File: config.mk
export PLATFORM = sky130hd
export DESIGN_NAME = pll_mn_search
export DESIGN_NICKNAME = d
export VERILOG_FILES = /design/src/rtl/pll_mn_pkg.sv /design/src/rtl/pll_mn_prep.sv /design/src/rtl/pll_mn_divider.sv /design/src/rtl/pll_mn_judge.sv /design/src/rtl/pll_mn_search.sv
export SDC_FILE = /design/constraint.sdc
export NUM_CORES = 2
export LEC_CHECK = 0
export BUFFER_PORTS_ARGS = -buffer_cell sky130_fd_sc_hd__buf_2
export CAP_MARGIN = 20
export CORE_ASPECT_RATIO = 1.1
export CORE_MARGIN = 4
export CORE_UTILIZATION = 45
export DETAILED_ROUTE_END_ITERATION = 8
export PLACE_DENSITY = 0.63
export SYNTH_ARGS = -nofsm -noshare
export SYNTH_HDL_FRONTEND = slang
export SYNTH_SLANG_ARGS = --single-unit
File: constraint.sdc
create_clock -name clk -period 16.68 [get_ports clk]
set_input_delay 1.668 -clock clk [delete_from_list [all_inputs] [get_ports clk]]
set_output_delay 1.668 -clock clk [all_outputs]
set_load 0.01 [all_outputs]
File: src/rtl/pll_mn_pkg.sv
package pll_mn_pkg;
  localparam int unsigned RATE_LO_KHZ = 80000;
  localparam int unsigned RATE_HI_KHZ = 2500000;
  localparam int unsigned REF_LO_KHZ  = 2000;
  localparam int unsigned REF_HI_KHZ  = 64000;
  localparam int unsigned PFD_LO_KHZ  = 2000;
  localparam int unsigned PFD_HI_KHZ  = 8000;
  localparam int unsigned BAND_KHZ    = 80000;
  localparam int unsigned MULT_LO     = 64;
  localparam int unsigned MULT_HI     = 625;
  localparam int unsigned NDIV_LIMIT  = 16;
  localparam int unsigned FOUT_LO_KHZ = 40000;
  localparam int unsigned FOUT_HI_KHZ = 1250000;

  typedef enum logic [2:0] {
    S_IDLE, S_LOADM, S_WAITM, S_CHKM, S_LOADF, S_WAITF, S_STEP, S_FIN
  } srch_state_e;
endpackage

File: src/rtl/pll_mn_prep.sv
module pll_mn_prep import pll_mn_pkg::*; #(
  parameter int unsigned FREQ_W = 22,
  parameter int unsigned N_W    = 5
) (
  input  logic [FREQ_W-1:0] ref_khz,
  input  logic [FREQ_W-1:0] rate_khz,
  output logic              bad_req,
  output logic [FREQ_W-1:0] target_khz,
  output logic [1:0]        div_sh,
  output logic [N_W-1:0]    n_lo,
  output logic [N_W-1:0]    n_hi
);
  logic [31:0]    ref32, rate32, tgt32;
  logic [N_W-1:0] lo_cnt, hi_cnt;

  assign ref32      = 32'(ref_khz);
  assign rate32     = 32'(rate_khz);
  assign target_khz = rate_khz >> 1;
  assign tgt32      = 32'(target_khz);

  assign bad_req = (rate32 < RATE_LO_KHZ) || (rate32 > RATE_HI_KHZ) ||
                   (ref32 < REF_LO_KHZ) || (ref32 > REF_HI_KHZ);

  // Post divider as a shift amount: 8,4,2,1 by target band
  always_comb begin
    if (tgt32 <= BAND_KHZ)          div_sh = 2'd3;
    else if (tgt32 <= 2 * BAND_KHZ) div_sh = 2'd2;
    else if (tgt32 <= 4 * BAND_KHZ) div_sh = 2'd1;
    else                            div_sh = 2'd0;
  end

  // ceil(ref/PFD_HI): count of j >= 0 with j*PFD_HI < ref, capped at limit
  always_comb begin
    lo_cnt = '0;
    for (int unsigned j = 0; j < NDIV_LIMIT; j++)
      if (j * PFD_HI_KHZ < ref32) lo_cnt = lo_cnt + N_W'(1);
    n_lo = (lo_cnt == '0) ? N_W'(1) : lo_cnt;
  end

  // floor(ref/PFD_LO), clamped to 1..limit
  always_comb begin
    hi_cnt = '0;
    for (int unsigned k = 1; k <= NDIV_LIMIT; k++)
      if (k * PFD_LO_KHZ <= ref32) hi_cnt = hi_cnt + N_W'(1);
    n_hi = (hi_cnt == '0) ? N_W'(1) : hi_cnt;
  end
endmodule

File: src/rtl/pll_mn_divider.sv
module pll_mn_divider #(
  parameter int unsigned DP_W = 32
) (
  input  logic            clk,
  input  logic            rst_n,
  input  logic            go,
  input  logic [DP_W-1:0] numer,
  input  logic [DP_W-1:0] denom,
  output logic            fin,
  output logic [DP_W-1:0] quot
);
  localparam int unsigned CNT_W = $clog2(DP_W + 1);

  logic             run_q, run_d;
  logic             fin_q, fin_d;
  logic [CNT_W-1:0] cnt_q, cnt_d;
  logic [DP_W-1:0]  rem_q, rem_d, quo_q, quo_d, den_q, den_d;
  logic [DP_W:0]    shifted, trial;
  logic             upd_en;

  assign shifted = {rem_q, quo_q[DP_W-1]};
  assign trial   = shifted - {1'b0, den_q};
  assign upd_en  = go || run_q || fin_q;

  always_comb begin
    run_d = run_q;
    fin_d = 1'b0;
    cnt_d = cnt_q;
    rem_d = rem_q;
    quo_d = quo_q;
    den_d = den_q;
    if (go) begin
      run_d = 1'b1;
      cnt_d = CNT_W'(DP_W);
      rem_d = '0;
      quo_d = numer;
      den_d = denom;
    end else if (run_q) begin
      if (!trial[DP_W]) begin
        rem_d = trial[DP_W-1:0];
        quo_d = {quo_q[DP_W-2:0], 1'b1};
      end else begin
        rem_d = shifted[DP_W-1:0];
        quo_d = {quo_q[DP_W-2:0], 1'b0};
      end
      cnt_d = cnt_q - CNT_W'(1);
      if (cnt_q == CNT_W'(1)) begin
        run_d = 1'b0;
        fin_d = 1'b1;
      end
    end
  end

  always_ff @(posedge clk or negedge rst_n) begin
    if (!rst_n) begin
      run_q <= 1'b0;
      fin_q <= 1'b0;
      cnt_q <= '0;
      rem_q <= '0;
      quo_q <= '0;
      den_q <= '0;
    end else if (upd_en) begin
      run_q <= run_d;
      fin_q <= fin_d;
      cnt_q <= cnt_d;
      rem_q <= rem_d;
      quo_q <= quo_d;
      den_q <= den_d;
    end
  end

  assign fin  = fin_q;
  assign quot = quo_q;
endmodule

File: src/rtl/pll_mn_judge.sv
module pll_mn_judge import pll_mn_pkg::*; #(
  parameter int unsigned FREQ_W = 22,
  parameter int unsigned DP_W   = 32
) (
  input  logic [DP_W-1:0]   m_val,
  input  logic [DP_W-1:0]   f_val,
  input  logic [FREQ_W-1:0] target_khz,
  input  logic [DP_W-1:0]   best_err,
  input  logic              have_best,
  output logic              m_ok,
  output logic              better,
  output logic [DP_W-1:0]   err_abs
);
  logic [DP_W-1:0] tgt;
  logic            f_ok;

  assign tgt     = DP_W'(target_khz);
  assign m_ok    = (m_val >= DP_W'(MULT_LO)) && (m_val <= DP_W'(MULT_HI));
  assign f_ok    = (f_val >= DP_W'(FOUT_LO_KHZ)) && (f_val <= DP_W'(FOUT_HI_KHZ));
  assign err_abs = (tgt >= f_val) ? (tgt - f_val) : (f_val - tgt);
  // strict compare keeps the earliest (smallest N) candidate on a tie
  assign better  = f_ok && (!have_best || (err_abs < best_err));
endmodule

File: src/rtl/pll_mn_search.sv
module pll_mn_search import pll_mn_pkg::*; #(
  parameter int unsigned FREQ_W = 22,
  parameter int unsigned M_W    = 10,
  parameter int unsigned N_W    = 5,
  parameter int unsigned DP_W   = 32
) (
  input  logic              clk,
  input  logic              rst_n,
  input  logic              start,
  input  logic [FREQ_W-1:0] ref_khz,
  input  logic [FREQ_W-1:0] rate_khz,
  output logic              busy,
  output logic              done,
  output logic              valid,
  output logic              error,
  output logic [M_W-1:0]    m_out,
  output logic [N_W-1:0]    n_out,
  output logic [FREQ_W-1:0] fout_khz
);
  // reset: asserted asynchronously, released on a clock edge
  logic [1:0] rst_sync_q;
  logic       core_rst_n;
  always_ff @(posedge clk or negedge rst_n) begin
    if (!rst_n) rst_sync_q <= 2'b00;
    else        rst_sync_q <= {rst_sync_q[0], 1'b1};
  end
  assign core_rst_n = rst_sync_q[1];

  // request decode
  logic              p_bad;
  logic [FREQ_W-1:0] p_target;
  logic [1:0]        p_divsh;
  logic [N_W-1:0]    p_nlo, p_nhi;

  pll_mn_prep #(.FREQ_W(FREQ_W), .N_W(N_W)) prep_i (
    .ref_khz(ref_khz), .rate_khz(rate_khz), .bad_req(p_bad),
    .target_khz(p_target), .div_sh(p_divsh), .n_lo(p_nlo), .n_hi(p_nhi)
  );

  srch_state_e       state_q, state_d;
  logic [FREQ_W-1:0] ref_q, ref_d, target_q, target_d;
  logic [1:0]        divsh_q, divsh_d;
  logic [N_W-1:0]    n_q, n_d, nhi_q, nhi_d;
  logic [DP_W-1:0]   m_q, m_d, berr_q, berr_d;
  logic [M_W-1:0]    bm_q, bm_d;
  logic [N_W-1:0]    bn_q, bn_d;
  logic [FREQ_W-1:0] bf_q, bf_d;
  logic              found_q, found_d;
  logic              done_q, done_d, valid_q, valid_d, error_q, error_d;

  // shared divider
  logic            dv_go, dv_fin;
  logic [DP_W-1:0] dv_num, dv_den, dv_quot;
  logic [DP_W-1:0] m_num, f_num, f_den;

  assign m_num  = ((DP_W'(target_q) * DP_W'(n_q)) << divsh_q) + DP_W'(ref_q >> 1);
  assign f_num  = DP_W'(m_q[M_W-1:0]) * DP_W'(ref_q);
  assign f_den  = DP_W'(n_q) << divsh_q;
  assign dv_go  = (state_q == S_LOADM) || (state_q == S_LOADF);
  assign dv_num = (state_q == S_LOADF) ? f_num : m_num;
  assign dv_den = (state_q == S_LOADF) ? f_den : DP_W'(ref_q);

  pll_mn_divider #(.DP_W(DP_W)) div_i (
    .clk(clk), .rst_n(core_rst_n), .go(dv_go), .numer(dv_num),
    .denom(dv_den), .fin(dv_fin), .quot(dv_quot)
  );

  logic            j_mok, j_better;
  logic [DP_W-1:0] j_err;

  pll_mn_judge #(.FREQ_W(FREQ_W), .DP_W(DP_W)) judge_i (
    .m_val(m_q), .f_val(dv_quot), .target_khz(target_q), .best_err(berr_q),
    .have_best(found_q), .m_ok(j_mok), .better(j_better), .err_abs(j_err)
  );

  always_comb begin
    state_d  = state_q;
    ref_d    = ref_q;
    target_d = target_q;
    divsh_d  = divsh_q;
    n_d      = n_q;
    nhi_d    = nhi_q;
    m_d      = m_q;
    berr_d   = berr_q;
    bm_d     = bm_q;
    bn_d     = bn_q;
    bf_d     = bf_q;
    found_d  = found_q;
    done_d   = 1'b0;
    valid_d  = valid_q;
    error_d  = error_q;
    case (state_q)
      S_IDLE: begin
        if (start) begin
          valid_d  = 1'b0;
          error_d  = 1'b0;
          found_d  = 1'b0;
          berr_d   = '1;
          bm_d     = '0;
          bn_d     = '0;
          bf_d     = '0;
          ref_d    = ref_khz;
          target_d = p_target;
          divsh_d  = p_divsh;
          n_d      = p_nlo;
          nhi_d    = p_nhi;
          state_d  = (p_bad || (p_nlo > p_nhi)) ? S_FIN : S_LOADM;
        end
      end
      S_LOADM: state_d = S_WAITM;
      S_WAITM: begin
        if (dv_fin) begin
          m_d     = dv_quot;
          state_d = S_CHKM;
        end
      end
      S_CHKM:  state_d = j_mok ? S_LOADF : S_STEP;
      S_LOADF: state_d = S_WAITF;
      S_WAITF: begin
        if (dv_fin) begin
          if (j_better) begin
            found_d = 1'b1;
            berr_d  = j_err;
            bm_d    = m_q[M_W-1:0];
            bn_d    = n_q;
            bf_d    = FREQ_W'(dv_quot);
          end
          state_d = S_STEP;
        end
      end
      S_STEP: begin
        if (n_q == nhi_q) begin
          state_d = S_FIN;
        end else begin
          n_d     = n_q + N_W'(1);
          state_d = S_LOADM;
        end
      end
      S_FIN: begin
        done_d  = 1'b1;
        valid_d = found_q;
        error_d = !found_q;
        state_d = S_IDLE;
      end
      default: state_d = S_IDLE;
    endcase
  end

  always_ff @(posedge clk or negedge core_rst_n) begin
    if (!core_rst_n) begin
      state_q  <= S_IDLE;
      ref_q    <= '0;
      target_q <= '0;
      divsh_q  <= '0;
      n_q      <= '0;
      nhi_q    <= '0;
      m_q      <= '0;
      berr_q   <= '0;
      bm_q     <= '0;
      bn_q     <= '0;
      bf_q     <= '0;
      found_q  <= 1'b0;
      done_q   <= 1'b0;
      valid_q  <= 1'b0;
      error_q  <= 1'b0;
    end else begin
      state_q  <= state_d;
      ref_q    <= ref_d;
      target_q <= target_d;
      divsh_q  <= divsh_d;
      n_q      <= n_d;
      nhi_q    <= nhi_d;
      m_q      <= m_d;
      berr_q   <= berr_d;
      bm_q     <= bm_d;
      bn_q     <= bn_d;
      bf_q     <= bf_d;
      found_q  <= found_d;
      done_q   <= done_d;
      valid_q  <= valid_d;
      error_q  <= error_d;
    end
  end

  assign busy     = (state_q != S_IDLE);
  assign done     = done_q;
  assign valid    = valid_q;
  assign error    = error_q;
  assign m_out    = bm_q;
  assign n_out    = bn_q;
  assign fout_khz = bf_q;
endmodule

==> metrics.yaml <==
floorplanning:
  rows: 101
  die-area_mm2: 0.0747
  coreArea_mm2: 0.0694
  die_w_um: 261
  io_pins: 88
  initial_core_util_pct: 45.7
  die_height_um: 286
synthesis:
  yosysTopAreaCell: "dfrtp_1"
  syn_nets: 4324
  synth-main-ff-cell: "dfrtp_1"
  synth_most_common_cell: "nand2_1"
  avgSynthCellArea_um2: 8.34
  synth_edf_count: 0
  synth.distinct_cells: 106
  synthCells: 3801
  synth_area_leaders: "dfrtp_1 20%, fa_1 14%, ha_1 10%"
  netlist.area_leader.share_pct: 20.5
  yosysWarnings: 0
  ys_seq_area_share_pct: 20.5
  synthTopCellsByCount: "543 x nand2_1, 334 x inv_1, 259 x dfrtp_1, 257 x ha_1, 221 x a21oi_1"
  synth_seq_cells: 259
  synth_area_mm2: 0.0317
  synthArstFlopShare_pct: 100
grt:
  grt_start_max_net_pins: 143
  grt_overflow: 0
  grt_pass1_vias: 26800
  grtUsageTotal_pct: 24.2
  grt_pass1_wl_um: 147000
  antenna_found_initial: 4
sta:
  slew_headroom_pct: 29.6
  hold_violations: 0
  final-max-slew-violation-count: 0
  clock.fmax_ghz: 0.0698
  fin_tns_setup_ps: 0
  finalSetupViolCount: 0
  fin_skew_ps: 18.9
  worst_pin_slew_ps: 1040
  min_period_over_period_pct: 85.9
  rsz0062_at_grt: "no"
  fin_crit_ps: 14330
place:
  io_buffers: 87
  dpl.hpwl_um: 68500
  gp_congestion: 0.939
route:
  viasPerCell: 5.75
  drt-pass1-iter-count: 8
  wl_per_cell_um: 19.3
  drtAntennaViolNets: 0
  wl_um: 90900
  vias: 27100
  drt-initial-drc-count: 1578
  drcViolationCount: 0
cts:
  cts_resized: 0
  htree_levels: 1
  numCtsBuffers: 30
  clock_path_buffers: 3
  cts-root-buf: "clkbuf_16"
  clk-insertion-delay-late_ps: 590
  ctsHoldBuffers: 0
  clk_pin_slew_ps: 70
  cts_setup_buffers: 0
  cts_tree: "yes"
  numClockSinks: 259
cells_and_area:
  syn_to_final_growth_pct: 6.79
  diodes: 0
  finalNetCount: 4277
  seq_area_mm2: 0.00649
  multi_input_area_mm2: 0.0232
  post-route-util_pct: 48.8
  final.fill_count: 6827
  drive_above_1_share_pct: 7.84
worst_setup_path:
  cpMostUsedCell: "ha_1"
  cp-end-kind: "register"
  crit_type: "input port to register"
  required_ps: 17150
  cp_slowest_cell: "or4_1"
  path_max_fanout: 9
  critPathMaxStageDelay_ps: 580
  cp-start-kind: "input port"
  crit_arrival_ps: 14800
min_path:
  min_path_type: "register to register"
run:
  drv_cap: 0
outcome:
  status: "completed"
final cells by class:
class / count / share of cell area, %
multi-input cells: 3005 / 68.6
flip-flops and latches: 259 / 19.2
inverters: 336 / 3.73
well taps: 927 / 3.43
clock buffers: 36 / 2.38
repair buffers: 122 / 2.09
clock inverters: 17 / 0.614
worst max-delay path, delay by kind of cell:
family          cells  cell delay [ps]
xor+xnor            1              200
compound gates     20             3250
simple gates       22             4200
fa+ha+maj          15             4300
buf+inv             2              190
mux                 4              970
state kept, by name, summed over array words and instances (netlist names), 2 cells and up:
| signal | flops |
|---|---|
| m_q | 32 |
| div_i.quot | 32 |
| target_q | 21 |
| div_i.cnt_q | 6 |
| nhi_q | 5 |
| fout_khz | 22 |
| m_out | 10 |
| rst_sync_q | 2 |
| state_q | 3 |
| berr_q | 32 |
| ref_q | 22 |
| n_q | 5 |
| div_i.rem_q | 32 |
| divsh_q | 2 |
| n_out | 5 |
| div_i.den_q | 22 |
metrics by stage:
stage	area (um2)	std cells	hold WS, ps	setup WS (ps)
after floorplan	31700	3801	331	3640
after global placement	32800	4648	347	2020
after detailed placement	32800	4648	343	1850
after CTS	33800	4701	368	2450
after global routing	33800	4702	369	1390
final	33800	4702	363	2350
final timing paths:
path	endpoint	slack (ps)	cells after the start	start
setup / recovery	state_q[1]$_DFFE_PN0P_	2350	64	ref_khz[19]
hold / removal	rst_sync_q[1]$_DFF_PN0_	360	0	rst_sync_q[0]$_DFF_PN0_
setup reg to reg	berr_q[20]$_DFFE_PN0P_	8140	36	div_i.quot[0]$_DFFE_PN0P_
hold reg to reg	rst_sync_q[1]$_DFF_PN0_	360	0	rst_sync_q[0]$_DFF_PN0_
max in group asynchronous	div_i.rem_q[10]$_DFFE_PN0P_	14330	2	rst_sync_q[1]$_DFF_PN0_
min in group asynchronous	fout_khz[1]$_DFFE_PN0P_	370	0	rst_sync_q[1]$_DFF_PN0_
cell families (layout without fill, tap and decap cells):
| kind of cell | Yosys count | count (layout) | synth area share [%] |
|---|---|---|---|
| xor+xnor | 217 | 217 | 6.76 |
| simple gates | 1315 | 1315 | 19.9 |
| flops | 259 | 259 | 20.5 |
| compound gates | 831 | 831 | 16.9 |
| buf+inv | 537 | 511 | 6.48 |
| mux | 163 | 163 | 5.47 |
| other cells | 1 | 1 | 0.0118 |
| fa+ha+maj | 478 | 478 | 24.0 |
layout by cell type (no fill, tap or decap), types with 15 or more instances in the layout:
cell | Yosys | final
xor2_1 | 69 | 69
mux2_2 | 51 | 51
nor2b_1 | 42 | 42
a22oi_1 | 20 | 20
fa_1 | 219 | 219
and2_1 | 158 | 157
a211oi_1 | 23 | 23
a31oi_1 | 25 | 25
nand2_1 | 543 | 543
mux2i_1 | 108 | 108
buf_2 | 6 | 87
a211o_1 | 16 | 16
inv_1 | 334 | 334
o21bai_1 | 22 | 22
o221ai_1 | 21 | 21
nor4_1 | 28 | 28
clkbuf_16 | 0 | 31
a21oi_1 | 221 | 220
ha_1 | 257 | 257
o21ai_0 | 212 | 212
nand3_1 | 103 | 103
xnor2_1 | 128 | 128
nand2b_1 | 39 | 39
nor2_1 | 193 | 192
o21a_1 | 26 | 26
and3_1 | 24 | 23
nor3_1 | 60 | 59
a21o_1 | 85 | 84
nand4_1 | 26 | 26
buf_4 | 1 | 33
o31ai_1 | 15 | 15
a21boi_0 | 16 | 16
or2_2 | 21 | 21
o211ai_1 | 17 | 17
or3_1 | 25 | 25
dfrtp_1 | 259 | 257
per-layer routing:
metal,up-vias,wire (um),global-route usage [%]
met3,187,5080,2.62
met5,-,44,0
met2,744,43600,41.2
met4,6,3830,9.04
met1,13200,38400,31.8
li1,12900,-,-
Power is not shown: default switching activity piles up to over one toggle a cycle in this logic, so the estimate is an artifact.
